===== src/rtl/rxr_pkg.sv =====
package rxr_pkg;
  localparam int RING_PTR_W  = 12;
  localparam int SMALL_PTR_W = 10;
  localparam int ENTRY_BYTES = 8;
  localparam int ENTRY_LSB   = 3;
  localparam int OCC_W       = RING_PTR_W - ENTRY_LSB;

  typedef logic [RING_PTR_W-1:0] rptr_t;
  typedef logic [OCC_W-1:0]      occ_t;

  // status byte bit positions (decoded by software)
  localparam int ST_OVR = 0;
  localparam int ST_PAR = 1;
  localparam int ST_FRM = 2;
  localparam int ST_BRK = 3;
  localparam int ST_CTS = 4;
  localparam int ST_DCD = 5;
  localparam int ST_MV  = 6;
  localparam int ST_DV  = 7;

  function automatic rptr_t ring_mask(input logic big);
    rptr_t wide_m, small_m;
    wide_m = '1;
    wide_m[ENTRY_LSB-1:0] = '0;
    small_m = wide_m;
    small_m[RING_PTR_W-1:SMALL_PTR_W] = '0;
    return big ? wide_m : small_m;
  endfunction

  function automatic rptr_t ring_advance(input rptr_t p, input rptr_t m);
    return (p + rptr_t'(ENTRY_BYTES)) & m;
  endfunction

  function automatic occ_t ring_used(input rptr_t p, input rptr_t c, input rptr_t m);
    rptr_t d;
    d = (p - c) & m;
    return d[RING_PTR_W-1:ENTRY_LSB];
  endfunction

  function automatic logic [7:0] make_status(input logic dv, input logic mv,
      input logic ovr, input logic par, input logic frm, input logic brk,
      input logic cts, input logic dcd);
    logic [7:0] s;
    s = '0;
    s[ST_DV]  = dv;
    s[ST_MV]  = mv;
    s[ST_PAR] = dv & par;
    s[ST_FRM] = dv & frm;
    s[ST_BRK] = dv & brk;
    s[ST_CTS] = mv & cts;
    s[ST_DCD] = mv & dcd;
    s[ST_OVR] = mv & ovr;
    return s;
  endfunction
endpackage


===== src/rtl/rxr_slot_packer.sv =====
module rxr_slot_packer
  import rxr_pkg::*;
#(
  parameter int SLOTS = 4
) (
  input  logic                 clk,
  input  logic                 rst_n,
  input  logic                 post_i,
  input  logic                 dv_i,
  input  logic                 modem_i,
  input  logic [7:0]           data_i,
  input  logic                 par_i,
  input  logic                 frm_i,
  input  logic                 brk_i,
  input  logic                 cts_i,
  input  logic                 dcd_i,
  input  logic                 flush_i,
  input  logic                 full_i,
  output logic                 push_o,
  output logic                 wr_valid_o,
  output logic [SLOTS*16-1:0]  wr_data_o
);
  localparam int FILL_W = $clog2(SLOTS) + 1;

  logic [7:0]        dat_q [SLOTS];
  logic [7:0]        sts_q [SLOTS];
  logic [7:0]        dat_n [SLOTS];
  logic [7:0]        sts_n [SLOTS];
  logic [FILL_W-1:0] fill_q, fill_n;
  logic              ovr_q;
  logic              accept_w;
  logic [7:0]        stat_w;
  logic [7:0]        byte_w;
  logic [SLOTS*16-1:0] rec_w;

  assign accept_w = post_i && !full_i;
  assign stat_w   = make_status(dv_i, modem_i | ovr_q, ovr_q, par_i, frm_i,
                                brk_i, cts_i, dcd_i);
  assign byte_w   = dv_i ? data_i : 8'h00;

  always_comb begin
    fill_n = fill_q + FILL_W'(accept_w);
    for (int k = 0; k < SLOTS; k++) begin
      dat_n[k] = dat_q[k];
      sts_n[k] = sts_q[k];
      if (accept_w && fill_q == FILL_W'(k)) begin
        dat_n[k] = byte_w;
        sts_n[k] = stat_w;
      end
    end
  end

  always_comb begin
    for (int k = 0; k < SLOTS; k++) begin
      rec_w[8*k +: 8]           = dat_n[k];
      rec_w[8*SLOTS + 8*k +: 8] = sts_n[k];
    end
  end

  assign push_o = !full_i &&
                  ((fill_n == FILL_W'(SLOTS)) || (flush_i && fill_n != '0));

  always_ff @(posedge clk or negedge rst_n) begin
    if (!rst_n) begin
      fill_q     <= '0;
      ovr_q      <= 1'b0;
      wr_valid_o <= 1'b0;
      wr_data_o  <= '0;
      for (int k = 0; k < SLOTS; k++) begin
        dat_q[k] <= '0;
        sts_q[k] <= '0;
      end
    end else begin
      wr_valid_o <= push_o;
      if (push_o) begin
        wr_data_o <= rec_w;
        fill_q    <= '0;
        for (int k = 0; k < SLOTS; k++) begin
          dat_q[k] <= '0;
          sts_q[k] <= '0;
        end
      end else begin
        fill_q <= fill_n;
        for (int k = 0; k < SLOTS; k++) begin
          dat_q[k] <= dat_n[k];
          sts_q[k] <= sts_n[k];
        end
      end
      if (post_i && full_i)
        ovr_q <= 1'b1;
      else if (accept_w)
        ovr_q <= 1'b0;
    end
  end

  // nothing is pushed into a full ring
  p_no_push_full_r4: assert property (@(posedge clk) disable iff (!rst_n)
    push_o |-> !full_i);
  // the oldest slot of every written entry carries a valid flag
  p_first_slot_valid_r2: assert property (@(posedge clk) disable iff (!rst_n)
    wr_valid_o |-> (wr_data_o[8*SLOTS+ST_DV] || wr_data_o[8*SLOTS+ST_MV]));
endmodule


===== src/rtl/rxr_ring_ptr.sv =====
module rxr_ring_ptr
  import rxr_pkg::*;
(
  input  logic   clk,
  input  logic   rst_n,
  input  logic   big_i,
  input  logic   push_i,
  input  logic   cons_we_i,
  input  rptr_t  cons_i,
  input  occ_t   thresh_i,
  output rptr_t  prod_o,
  output logic   full_o,
  output logic   hiwat_o
);
  rptr_t mask_w;
  rptr_t prod_q, cons_q;
  occ_t  used_w;

  assign mask_w  = ring_mask(big_i);
  assign used_w  = ring_used(prod_q, cons_q, mask_w);
  assign full_o  = ring_advance(prod_q, mask_w) == cons_q;
  assign hiwat_o = used_w > thresh_i;
  assign prod_o  = prod_q;

  always_ff @(posedge clk or negedge rst_n) begin
    if (!rst_n) begin
      prod_q <= '0;
      cons_q <= '0;
    end else begin
      if (push_i)
        prod_q <= ring_advance(prod_q, mask_w);
      if (cons_we_i)
        cons_q <= cons_i & mask_w;
    end
  end

  // the producer only moves when an entry is pushed
  p_prod_hold_r3: assert property (@(posedge clk) disable iff (!rst_n)
    !push_i |=> $stable(prod_q));
  // a full ring shows its largest possible occupancy
  p_full_depth_r4: assert property (@(posedge clk) disable iff (!rst_n)
    full_o |-> used_w == mask_w[RING_PTR_W-1:ENTRY_LSB]);
endmodule


===== src/rtl/rxr_flush_timer.sv =====
module rxr_flush_timer #(
  parameter int CNT_W = 12
) (
  input  logic             clk,
  input  logic             rst_n,
  input  logic             tick_i,
  input  logic             arm_i,
  input  logic [CNT_W-1:0] reload_i,
  output logic             expire_o,
  output logic             evt_o,
  output logic [CNT_W-1:0] count_o
);
  logic             armed_q;
  logic [CNT_W-1:0] count_q;

  assign expire_o = armed_q && tick_i && !arm_i && (count_q <= CNT_W'(1));
  assign count_o  = count_q;

  always_ff @(posedge clk or negedge rst_n) begin
    if (!rst_n) begin
      armed_q <= 1'b0;
      count_q <= '0;
      evt_o   <= 1'b0;
    end else begin
      evt_o <= expire_o;
      if (arm_i) begin
        armed_q <= 1'b1;
        count_q <= reload_i;
      end else if (expire_o) begin
        armed_q <= 1'b0;
        count_q <= '0;
      end else if (armed_q && tick_i) begin
        count_q <= count_q - 1'b1;
      end
    end
  end

  // expiry event is a single-cycle pulse
  p_evt_pulse_r7: assert property (@(posedge clk) disable iff (!rst_n)
    evt_o |=> !evt_o);
  // expiry leaves the timer disarmed
  p_evt_disarm_r7: assert property (@(posedge clk) disable iff (!rst_n)
    evt_o |-> !armed_q);
  // a non-final tick lowers the count by one
  p_count_step_r7: assert property (@(posedge clk) disable iff (!rst_n)
    (armed_q && tick_i && !arm_i && count_q > CNT_W'(1)) |=>
      count_q == $past(count_q) - 1'b1);
endmodule


===== src/rtl/rxr_record_packer.sv =====
module rxr_record_packer
  import rxr_pkg::*;
#(
  parameter int SLOTS = 4,
  parameter int TMR_W = 12
) (
  input  logic                 clk,
  input  logic                 rst_n,
  input  logic                 rx_valid_i,
  input  logic [7:0]           rx_data_i,
  input  logic                 rx_par_err_i,
  input  logic                 rx_frm_err_i,
  input  logic                 rx_brk_i,
  input  logic                 cts_i,
  input  logic                 dcd_i,
  input  logic                 cfg_ring_4k_i,
  input  logic [OCC_W-1:0]     cfg_hiwat_thr_i,
  input  logic                 cfg_post_dcd_i,
  input  logic                 cfg_post_cts_i,
  input  logic [TMR_W-1:0]     cfg_tmr_reload_i,
  input  logic                 cons_we_i,
  input  logic [RING_PTR_W-1:0] cons_ptr_i,
  input  logic                 cons_arm_i,
  input  logic                 drain_i,
  input  logic                 tick_16k_i,
  output logic                 wr_valid_o,
  output logic [RING_PTR_W-1:0] wr_addr_o,
  output logic [SLOTS*16-1:0]  wr_data_o,
  output logic [RING_PTR_W-1:0] prod_ptr_o,
  output logic                 hiwat_o,
  output logic                 timer_evt_o,
  output logic [TMR_W-1:0]     timer_count_o
);
  logic  cts_q, dcd_q;
  logic  modem_evt_w, post_w, flush_w, push_w, full_w, expire_w;
  rptr_t prod_w;

  assign modem_evt_w = (cfg_post_dcd_i && (dcd_i != dcd_q)) ||
                       (cfg_post_cts_i && (cts_i != cts_q));
  assign post_w      = rx_valid_i || modem_evt_w;
  assign flush_w     = drain_i || expire_w;
  assign prod_ptr_o  = prod_w;

  always_ff @(posedge clk or negedge rst_n) begin
    if (!rst_n) begin
      cts_q     <= 1'b0;
      dcd_q     <= 1'b0;
      wr_addr_o <= '0;
    end else begin
      cts_q <= cts_i;
      dcd_q <= dcd_i;
      if (push_w)
        wr_addr_o <= prod_w;
    end
  end

  rxr_slot_packer #(.SLOTS(SLOTS)) u_pack (
    .clk        (clk),
    .rst_n      (rst_n),
    .post_i     (post_w),
    .dv_i       (rx_valid_i),
    .modem_i    (modem_evt_w),
    .data_i     (rx_data_i),
    .par_i      (rx_par_err_i),
    .frm_i      (rx_frm_err_i),
    .brk_i      (rx_brk_i),
    .cts_i      (cts_i),
    .dcd_i      (dcd_i),
    .flush_i    (flush_w),
    .full_i     (full_w),
    .push_o     (push_w),
    .wr_valid_o (wr_valid_o),
    .wr_data_o  (wr_data_o)
  );

  rxr_ring_ptr u_ptr (
    .clk       (clk),
    .rst_n     (rst_n),
    .big_i     (cfg_ring_4k_i),
    .push_i    (push_w),
    .cons_we_i (cons_we_i),
    .cons_i    (cons_ptr_i),
    .thresh_i  (cfg_hiwat_thr_i),
    .prod_o    (prod_w),
    .full_o    (full_w),
    .hiwat_o   (hiwat_o)
  );

  rxr_flush_timer #(.CNT_W(TMR_W)) u_tmr (
    .clk      (clk),
    .rst_n    (rst_n),
    .tick_i   (tick_16k_i),
    .arm_i    (cons_we_i && cons_arm_i),
    .reload_i (cfg_tmr_reload_i),
    .expire_o (expire_w),
    .evt_o    (timer_evt_o),
    .count_o  (timer_count_o)
  );

  // a written entry sits behind the already advanced producer
  p_addr_trails_prod_r2: assert property (@(posedge clk) disable iff (!rst_n)
    wr_valid_o |-> wr_addr_o != prod_ptr_o);
  // the expiry pulse and the flushed write land in the same cycle
  p_expire_flush_r8: assert property (@(posedge clk) disable iff (!rst_n)
    (expire_w && !full_w && !post_w) |=> timer_evt_o);
endmodule


===== config.mk =====
export PLATFORM = sky130hd
export DESIGN_NAME = rxr_record_packer
export DESIGN_NICKNAME = d
export VERILOG_FILES = /design/src/rtl/rxr_pkg.sv /design/src/rtl/rxr_slot_packer.sv /design/src/rtl/rxr_ring_ptr.sv /design/src/rtl/rxr_flush_timer.sv /design/src/rtl/rxr_record_packer.sv
export SDC_FILE = /design/constraint.sdc
export NUM_CORES = 1
export LEC_CHECK = 0
export BUFFER_PORTS_ARGS = -buffer_cell sky130_fd_sc_hd__buf_2
export CORE_UTILIZATION = 50
export DETAILED_ROUTE_END_ITERATION = 10
export GPL_ROUTABILITY_DRIVEN = 1
export GPL_TIMING_DRIVEN = 0
export HOLD_SLACK_MARGIN = 0.06
export PLACE_DENSITY = 0.72
export SETUP_SLACK_MARGIN = 0.3
export SYNTH_ARGS = -nofsm -noshare
export SYNTH_HDL_FRONTEND = slang
export SYNTH_HIERARCHICAL = 1
export SYNTH_SLANG_ARGS = --single-unit

===== constraint.sdc =====
create_clock -name clk -period 4.6 [get_ports clk]
set_input_delay 0.92 -clock clk [delete_from_list [all_inputs] [get_ports clk]]
set_output_delay 0.92 -clock clk [all_outputs]
set_load 0.02 [all_outputs]

==> results by group, run 1 <==
Power
  • Int Power: between 0.003 and 0.004 W
  • Power Density: approximately 640 mW/mm^2
  • Flop pwr share: 35.0%
  • Clock Power Share: 21.7%
  • Worst vdd ir: approximately 0.40 mV
  • Comb pwr share: a little over two fifths
  • Leak: between 5 and 6 nW
  • Switching share of total power: around two fifths
  • Psw: 0.002616 W

GRT
  • First-pass GRT wire length: between 30 and 40 mm
  • Tot GR Track Use: a little under a quarter
  • Initial antenna violation count: 0
  • Vias in the first global route: just over 6000
  • GRT overflow: 0
  • Largest net degree at the start of global routing: between 100 and 150

Clocking
  • Cts bufs inserted: 17
  • CTS sink count: 179
  • Hold bufs inserted after CTS: 0
  • Maximum clock path buffer count: 2
  • TritonCTS clock tree: yes
  • Clock Pin Slew Worst Setup and Hold Paths: around 70 ps
  • Clk_lat worst skew: between 400 and 500 ps
  • CTS H-tree lvls: 4
  • CTS Root Cell: clkbuf_16

Route
  • Remaining antenna violation count: 0
  • Final WL: between 15 and 20 mm
  • DRT iter0 DRCs: between 300 and 400
  • Pre-Repair DR Iteration Count: 4
  • Via density: between 5 and 6
  • Via count: roughly 6200
  • Avg WL per Cell: between 15 and 20 um
  • DRC: 0

Yosys
  • Post-synthesis sequential area ratio: a little over half
  • Ys flop type: dfrtp_1
  • Syn avg cell area: around 11 sq um
  • Synth Register Bits: around 180
  • Area of the mapped netlist: around 0.0082 sq mm
  • Distinct cells, synth: 67
  • Post-Synthesis Cells: between 700 and 800
  • Post-synth ARST share: 100.0%
  • Post-synth EDFFs: 0
  • Synth warnings: 6

STA
  • Skew final: 13.38 ps
  • Final period util: between 90% and 100%
  • Max-slew headroom: slightly above 60%
  • Final setup TNS: 0 ps
  • Hold WS: about 410 ps
  • RSZ-0062 raised after global routing: yes
  • Hold Vio Cnt, Final: 0
  • Slew @ Worst Pin: around 600 ps
  • Fin. max-slew vios: 0
  • Crit path time final: between 4000 and 5000 ps
  • Final setup viols: 0
  • Fmax: around 230 MHz

Placement
  • Port buffer count: approximately 150
  • Final HPWL DP: ~13 mm
  • Routability congestion estimate: about 0.86

Setup path
  • Largest stage delay, worst path: ~400 ps
  • Crit path max-delay cell type: fa_2
  • Type of destination of the critical path: output port
  • Critical Path RT: 3680 ps
  • Crit path launch type: flip-flop
  • Critical path class: flip-flop to output port
  • CP cell instances: inv_2 > ha_4 > fa_2 > nor2b_2 > o21ai_2 > a21oi_2 > o21ai_1 > a2bb2oi_1 > ha_1 > a211oi_2 > inv_1 > o221ai_2 > a31oi_1 > o31a_1 > buf_6
  • CP Max Fanout: 4
  • Arrival time at the worst endpoint: between 3000 and 4000 ps

Floorplan
  • Core Area: ~0.016 sq mm
  • Die X: 130.1 um
  • DIE HEIGHT: around 130 um
  • Row count: 46
  • Top Ports: about 160
  • Die Area: about 0.017 sq mm
  • Initial Utilization: between 50 and 60%

Cells and area
  • Layout area overhead: 21.33%
  • Inserted Diodes: 0
  • Fill cells: approximately 1300
  • NumNets Final: 1020
  • Layout cell share with drive strength beyond 1: between 20% and 30%

Job
  • Max Cap Violations: 0

Worst hold path
  • Hold Crit Class: input pin to asynchronous set/reset pin

Outcome
  • Status: finished, final reports clean
[cells in the final DEF (no fill, tap or decap), types with 3 or more instances in the layout]
cell | netlist | final
o31ai_1 | 6 | 6
o21ai_0 | 83 | 80
nor4_1 | 5 | 4
mux2i_1 | 69 | 69
buf_4 | 4 | 10
and3_1 | 5 | 4
clkbuf_16 | 0 | 17
nand3_1 | 8 | 8
ha_1 | 22 | 21
nor2b_1 | 6 | 5
xor2_1 | 10 | 10
and2_1 | 17 | 17
o211ai_1 | 3 | 3
nor2_1 | 79 | 79
a21oi_1 | 7 | 6
nand4_1 | 6 | 6
inv_8 | 0 | 4
buf_6 | 11 | 13
o21a_1 | 4 | 4
xnor2_1 | 19 | 19
or2_2 | 3 | 3
dfrtp_2 | 0 | 3
mux2_2 | 14 | 14
conb_1 | 1 | 3
buf_2 | 11 | 159
nand2_1 | 94 | 94
clkbuf_1 | 13 | 12
inv_6 | 0 | 3
dfrtp_1 | 179 | 176
o21ai_1 | 3 | 5
clkinvlp_4 | 0 | 4
inv_1 | 29 | 28
nor3_1 | 4 | 4
[sequential cells by signal, indices dropped and copies added, names as in the netlist, 3 cells and up]
name and flops:
u_pack/wr_data_o 64, u_tmr/count_o 12, u_pack/sts_q 32, u_pack/dat_q 32, u_ptr/cons_q 9, wr_addr_o 12
u_pack/fill_q 3, u_ptr/prod_o 9
[layout make-up]
cell class | instances | area, sq um | share of cell area [%]
plain buffers | 39 | 267.8 | 2.688
clock buffers | 19 | 452.9 | 4.547
clock inverters | 13 | 115.1 | 1.155
inverters | 30 | 112.6 | 1.130
multi-input cells | 517 | 3423 | 34.36
flip-flops and latches | 179 | 4483 | 45.00
well taps | 216 | 270.3 | 2.713
repair buffers | 157 | 837.1 | 8.402
[final timing paths]
check | slack [ps] | start | endpoint | cells after the start
setup / recovery | 270 | u_ptr/prod_o[3] | hiwat_o | 15
hold / removal | 410 | rst_n | u_pack/wr_data_o[51] | 1
setup reg to reg | 650 | u_ptr/prod_o[4] | wr_addr_o[4] | 16
hold reg to reg | 470 | u_pack/wr_data_o[6] | u_pack/wr_data_o[6] | 2
max in group asynchronous | 3230 | rst_n | u_ptr/prod_o[4] | 2
min in group clk | 470 | u_pack/wr_data_o[6] | u_pack/wr_data_o[6] | 2
[repair_timing]
item                                    4_1_cts  5_1_grt
endpoints found under the setup margin       19       20
gates resized for setup                       5       23
pin swaps                                     1       11
setup buffers                                 0        5
hold endpoints to repair                      0        0
[critical path: cells and delay by family, from the launching register on]
kind                     cells  cell delay (ps)
AO/OA/AOI/OAI                8             1360
AND/OR/NAND/NOR              1              130
buffers and inverters        3              260
flip-flops                   1              390
adder cells (fa/ha/maj)      3              850
[power groups by stage]
stage	sequential, W	clock, W	combinational [W]
2_1_floorplan	0.00252	0	0.00152
3_3_place_gp	0.00224	0	0.00257
3_5_place_dp	0.00225	0	0.00262
4_1_cts	0.00223	0.00141	0.00265
5_1_grt	0.00228	0.00148	0.00303
6_report	0.00223	0.00138	0.00275
[cells in the mapped netlist (3+ instances only)]
| cell | instances | area (sq um) |
|---|---|---|
| nand3_1 | 8 | 40.04 |
| nand4_1 | 6 | 37.54 |
| dfrtp_1 | 179 | 4479 |
| buf_6 | 11 | 123.9 |
| o21ai_1 | 3 | 15.01 |
| and2_1 | 17 | 106.4 |
| clkbuf_1 | 13 | 48.80 |
| inv_1 | 29 | 108.9 |
| o31ai_1 | 6 | 45.04 |
| nor2b_1 | 6 | 37.54 |
| o21a_1 | 4 | 30.03 |
| mux2i_1 | 69 | 690.7 |
| a21oi_1 | 7 | 35.03 |
| buf_2 | 11 | 55.05 |
| nor3_1 | 4 | 20.02 |
| nor4_1 | 5 | 31.28 |
| or2_2 | 3 | 18.77 |
| xor2_1 | 10 | 87.58 |
| o211ai_1 | 3 | 22.52 |
| o21ai_0 | 83 | 415.4 |
| nand2_1 | 94 | 352.8 |
| and3_1 | 5 | 31.28 |
| mux2_2 | 14 | 157.7 |
| ha_1 | 22 | 275.3 |
| nor2_1 | 79 | 296.5 |
| xnor2_1 | 19 | 166.4 |
| buf_4 | 4 | 30.03 |
[logic make-up (layout without fill, tap and decap cells)]
| logic type | after synthesis | after routing | share of synthesized area [%] |
|---|---|---|---|
| other cells | 1 | 3 | 0.04567 |
| mux | 83 | 83 | 10.33 |
| compound gates | 129 | 129 | 9.281 |
| simple gates | 250 | 250 | 14.58 |
| fa+ha+maj | 23 | 23 | 3.596 |
| xor+xnor | 29 | 29 | 3.094 |
| buf+inv | 69 | 258 | 4.511 |
| flops | 179 | 179 | 54.56 |
[layer usage]
metal | track usage (%) | vias up | wire (um)
li1 | - | 2969 | -
met1 | 31.28 | 3030 | 8435
met2 | 39.02 | 178 | 9354
met3 | 6.109 | 16 | 1068
met4 | 6.224 | 0 | 205
met5 | 0 | - | 0
[through the flow]
step	power [W]	setup WS [ps]	utilization [%]	area (sq um)	instances
2_1_floorplan	0.004043	616.1	-	8218	765
3_3_place_gp	0.004815	-252.8	57.98	9244	1132
3_5_place_dp	0.004878	-14.43	58.22	9281	1133
4_1_cts	0.006300	174.3	61.87	9863	1165
5_1_grt	0.006785	71.54	62.49	9962	1170
6_report	0.006366	268.4	62.49	9962	1170
Note: power is estimated with default switching activity, not from simulation.
==> run 2: changes to the inputs <==
--- a/config.mk
+++ b/config.mk
@@ -6,6 +6,7 @@
 export NUM_CORES = 1
 export LEC_CHECK = 0
 export BUFFER_PORTS_ARGS = -buffer_cell sky130_fd_sc_hd__buf_2
+export CORE_ASPECT_RATIO = 1.4
 export CORE_UTILIZATION = 50
 export DETAILED_ROUTE_END_ITERATION = 10
 export GPL_ROUTABILITY_DRIVEN = 1
==> results by group, run 2 (synthesis gave the netlist of run 1 again) <==
Outcome
  • Status: finished, final reports clean

Power
  • Power Density: 646.2 mW/mm^2
  • Worst vdd ir: about 0.38 mV
  • Leak: a little over 5 nW

GRT
  • First-pass GRT wire length: 30.59 mm
  • Vias in the first global route: a little over 6000
  • Initial antenna violation count: 0
  • Largest net degree at the start of global routing: 105
  • GRT overflow: 0
  • Tot GR Track Use: between 20% and 30%

Clocking
  • CTS H-tree lvls: 4
  • CTS sink count: 179
  • TritonCTS clock tree: yes
  • Cts bufs inserted: 17
  • CTS Root Cell: clkbuf_16
  • Clk_lat worst skew: about 420 ps
  • Hold bufs inserted after CTS: 0
  • Maximum clock path buffer count: 2
  • Clock Pin Slew Worst Setup and Hold Paths: 70 ps

Placement
  • Routability congestion estimate: around 0.86
  • Final HPWL DP: roughly 14 mm
  • Port buffer count: roughly 150
  • Pre-CTS setup slack: -145.4 ps

Route
  • Via count: a little over 6000
  • DRT iter0 DRCs: around 260
  • Remaining antenna violation count: 0
  • Via density: 5.366
  • DRC: 0
  • Final WL: about 19 mm
  • Avg WL per Cell: around 16 um
  • Pre-Repair DR Iteration Count: 4

STA
  • Max-slew headroom: between 60% and 70%
  • Crit path time final: between 4000 and 5000 ps
  • Hold Vio Cnt, Final: 0
  • Final period util: between 90 and 100%
  • RSZ-0062 raised after global routing: yes
  • Fin worst setup slack: around 420 ps
  • Slew @ Worst Pin: about 580 ps
  • Skew final: roughly 10 ps
  • Fin. max-slew vios: 0
  • Fmax: 239.3 MHz
  • Final setup viols: 0

Cells and area
  • Multi-input logic area: roughly 0.0034 sq mm
  • Inserted Diodes: 0
  • Final Util: between 60% and 70%
  • Layout area overhead: 21.55%
  • Fill cells: about 1400
  • Max FFs per register: 64
  • Most common cell after layout, fill and taps aside: dfrtp_1
  • NumNets Final: 1018
  • Biggest regs: u_pack/wr_data_o (64), u_pack/dat_q (32), u_pack/sts_q (32)
  • Commonest cells after routing, fill and taps aside: dfrtp_1 (176), buf_2 (159), nand2_1 (94)
  • Most flops, register: u_pack/wr_data_o
  • Layout cell share with drive strength beyond 1: 27.31%
  • Register area: about 0.0045 sq mm

Setup path
  • Arrival time at the worst endpoint: 3260 ps
  • Critical Path RT: between 3000 and 4000 ps
  • Crit path launch type: flip-flop
  • CP Max Fanout: 3
  • Critical path class: flip-flop to output port
  • Type of destination of the critical path: output port

Floorplan
  • Initial Utilization: between 50% and 60%
  • DIE HEIGHT: approximately 150 um
  • Die X: about 110 um
  • Core Area: about 0.016 sq mm
  • Row count: 55
  • Die Area: about 0.017 sq mm
  • Top Ports: around 160

Worst hold path
  • Hold Crit Class: input pin to asynchronous set/reset pin

Job
  • Max Cap Violations: 0
run 2: what timing repair did:
action | in CTS | in global routing
buffers inserted | 2 | 1
pin swaps | 2 | 7
endpoints found under the setup margin | 19 | 22
gates cloned | 0 | 0
gates resized for setup | 9 | 18
run 2: cell type report:
cell class,instances,share of cell area [%]
buffer,39,2.683
clock buffer,19,4.539
clock inverter,13,1.642
inverter,30,1.128
multi-input combinational,517,34.35
sequential,179,44.92
tap,199,2.495
timing repair buffer,155,8.237
run 2: report_power, final:
group / switching, W / total [W] / internal, W
Combinational: 0.00167 / 0.00272 / 0.00105
Sequential: 0.000277 / 0.00223 / 0.00195
Clock: 0.000647 / 0.00150 / 0.000852
run 2: through the flow:
stage / setup TNS, ps / area (sq um) / hold slack (ps) / std cells / power [W]
2_1_floorplan: 0 / 8218 / 475.2 / 765 / 0.004043
3_3_place_gp: -42610 / 9223 / 457.0 / 1115 / 0.004832
3_5_place_dp: -375.9 / 9260 / 464.8 / 1116 / 0.004883
4_1_cts: 0 / 9912 / 473.0 / 1150 / 0.006440
5_1_grt: 0 / 9980 / 492.9 / 1151 / 0.006867
6_report: 0 / 9980 / 445.7 / 1151 / 0.006449
run 2: worst max-delay path, stage by stage (launching register included):
cell and delay (ps):
dfrtp_2 390, inv_1 50, ha_2 190, fa_2 410, nor2b_2 140, o21ai_2 70, a21oi_2 210, o21ai_2 80
a2bb2oi_2 180, ha_4 230, a211oi_2 240, inv_1 80, o221ai_2 130, a31oi_1 60, o31a_1 250, buf_6 130
run 2: path summary, 6_finish.rpt:
kind | from | endpoint | slack, ps | cells after the start
max | u_ptr/prod_o[3] | hiwat_o | 420 | 15
min | rst_n | u_tmr/count_o[9] | 450 | 1
max reg2reg | u_ptr/prod_o[4] | wr_addr_o[10] | 600 | 16
min reg2reg | u_pack/wr_data_o[33] | u_pack/wr_data_o[33] | 470 | 2
max in group asynchronous | rst_n | u_ptr/prod_o[4] | 3230 | 2
min in group clk | u_pack/wr_data_o[33] | u_pack/wr_data_o[33] | 470 | 2
run 2: layer usage:
layer	vias to the layer above	GRT usage, %	routed length (um)
li1	2955	-	-
met1	3058	29.34	7941
met2	140	40.25	9827
met3	23	5.256	821
met4	0	7.769	360
met5	-	0	0
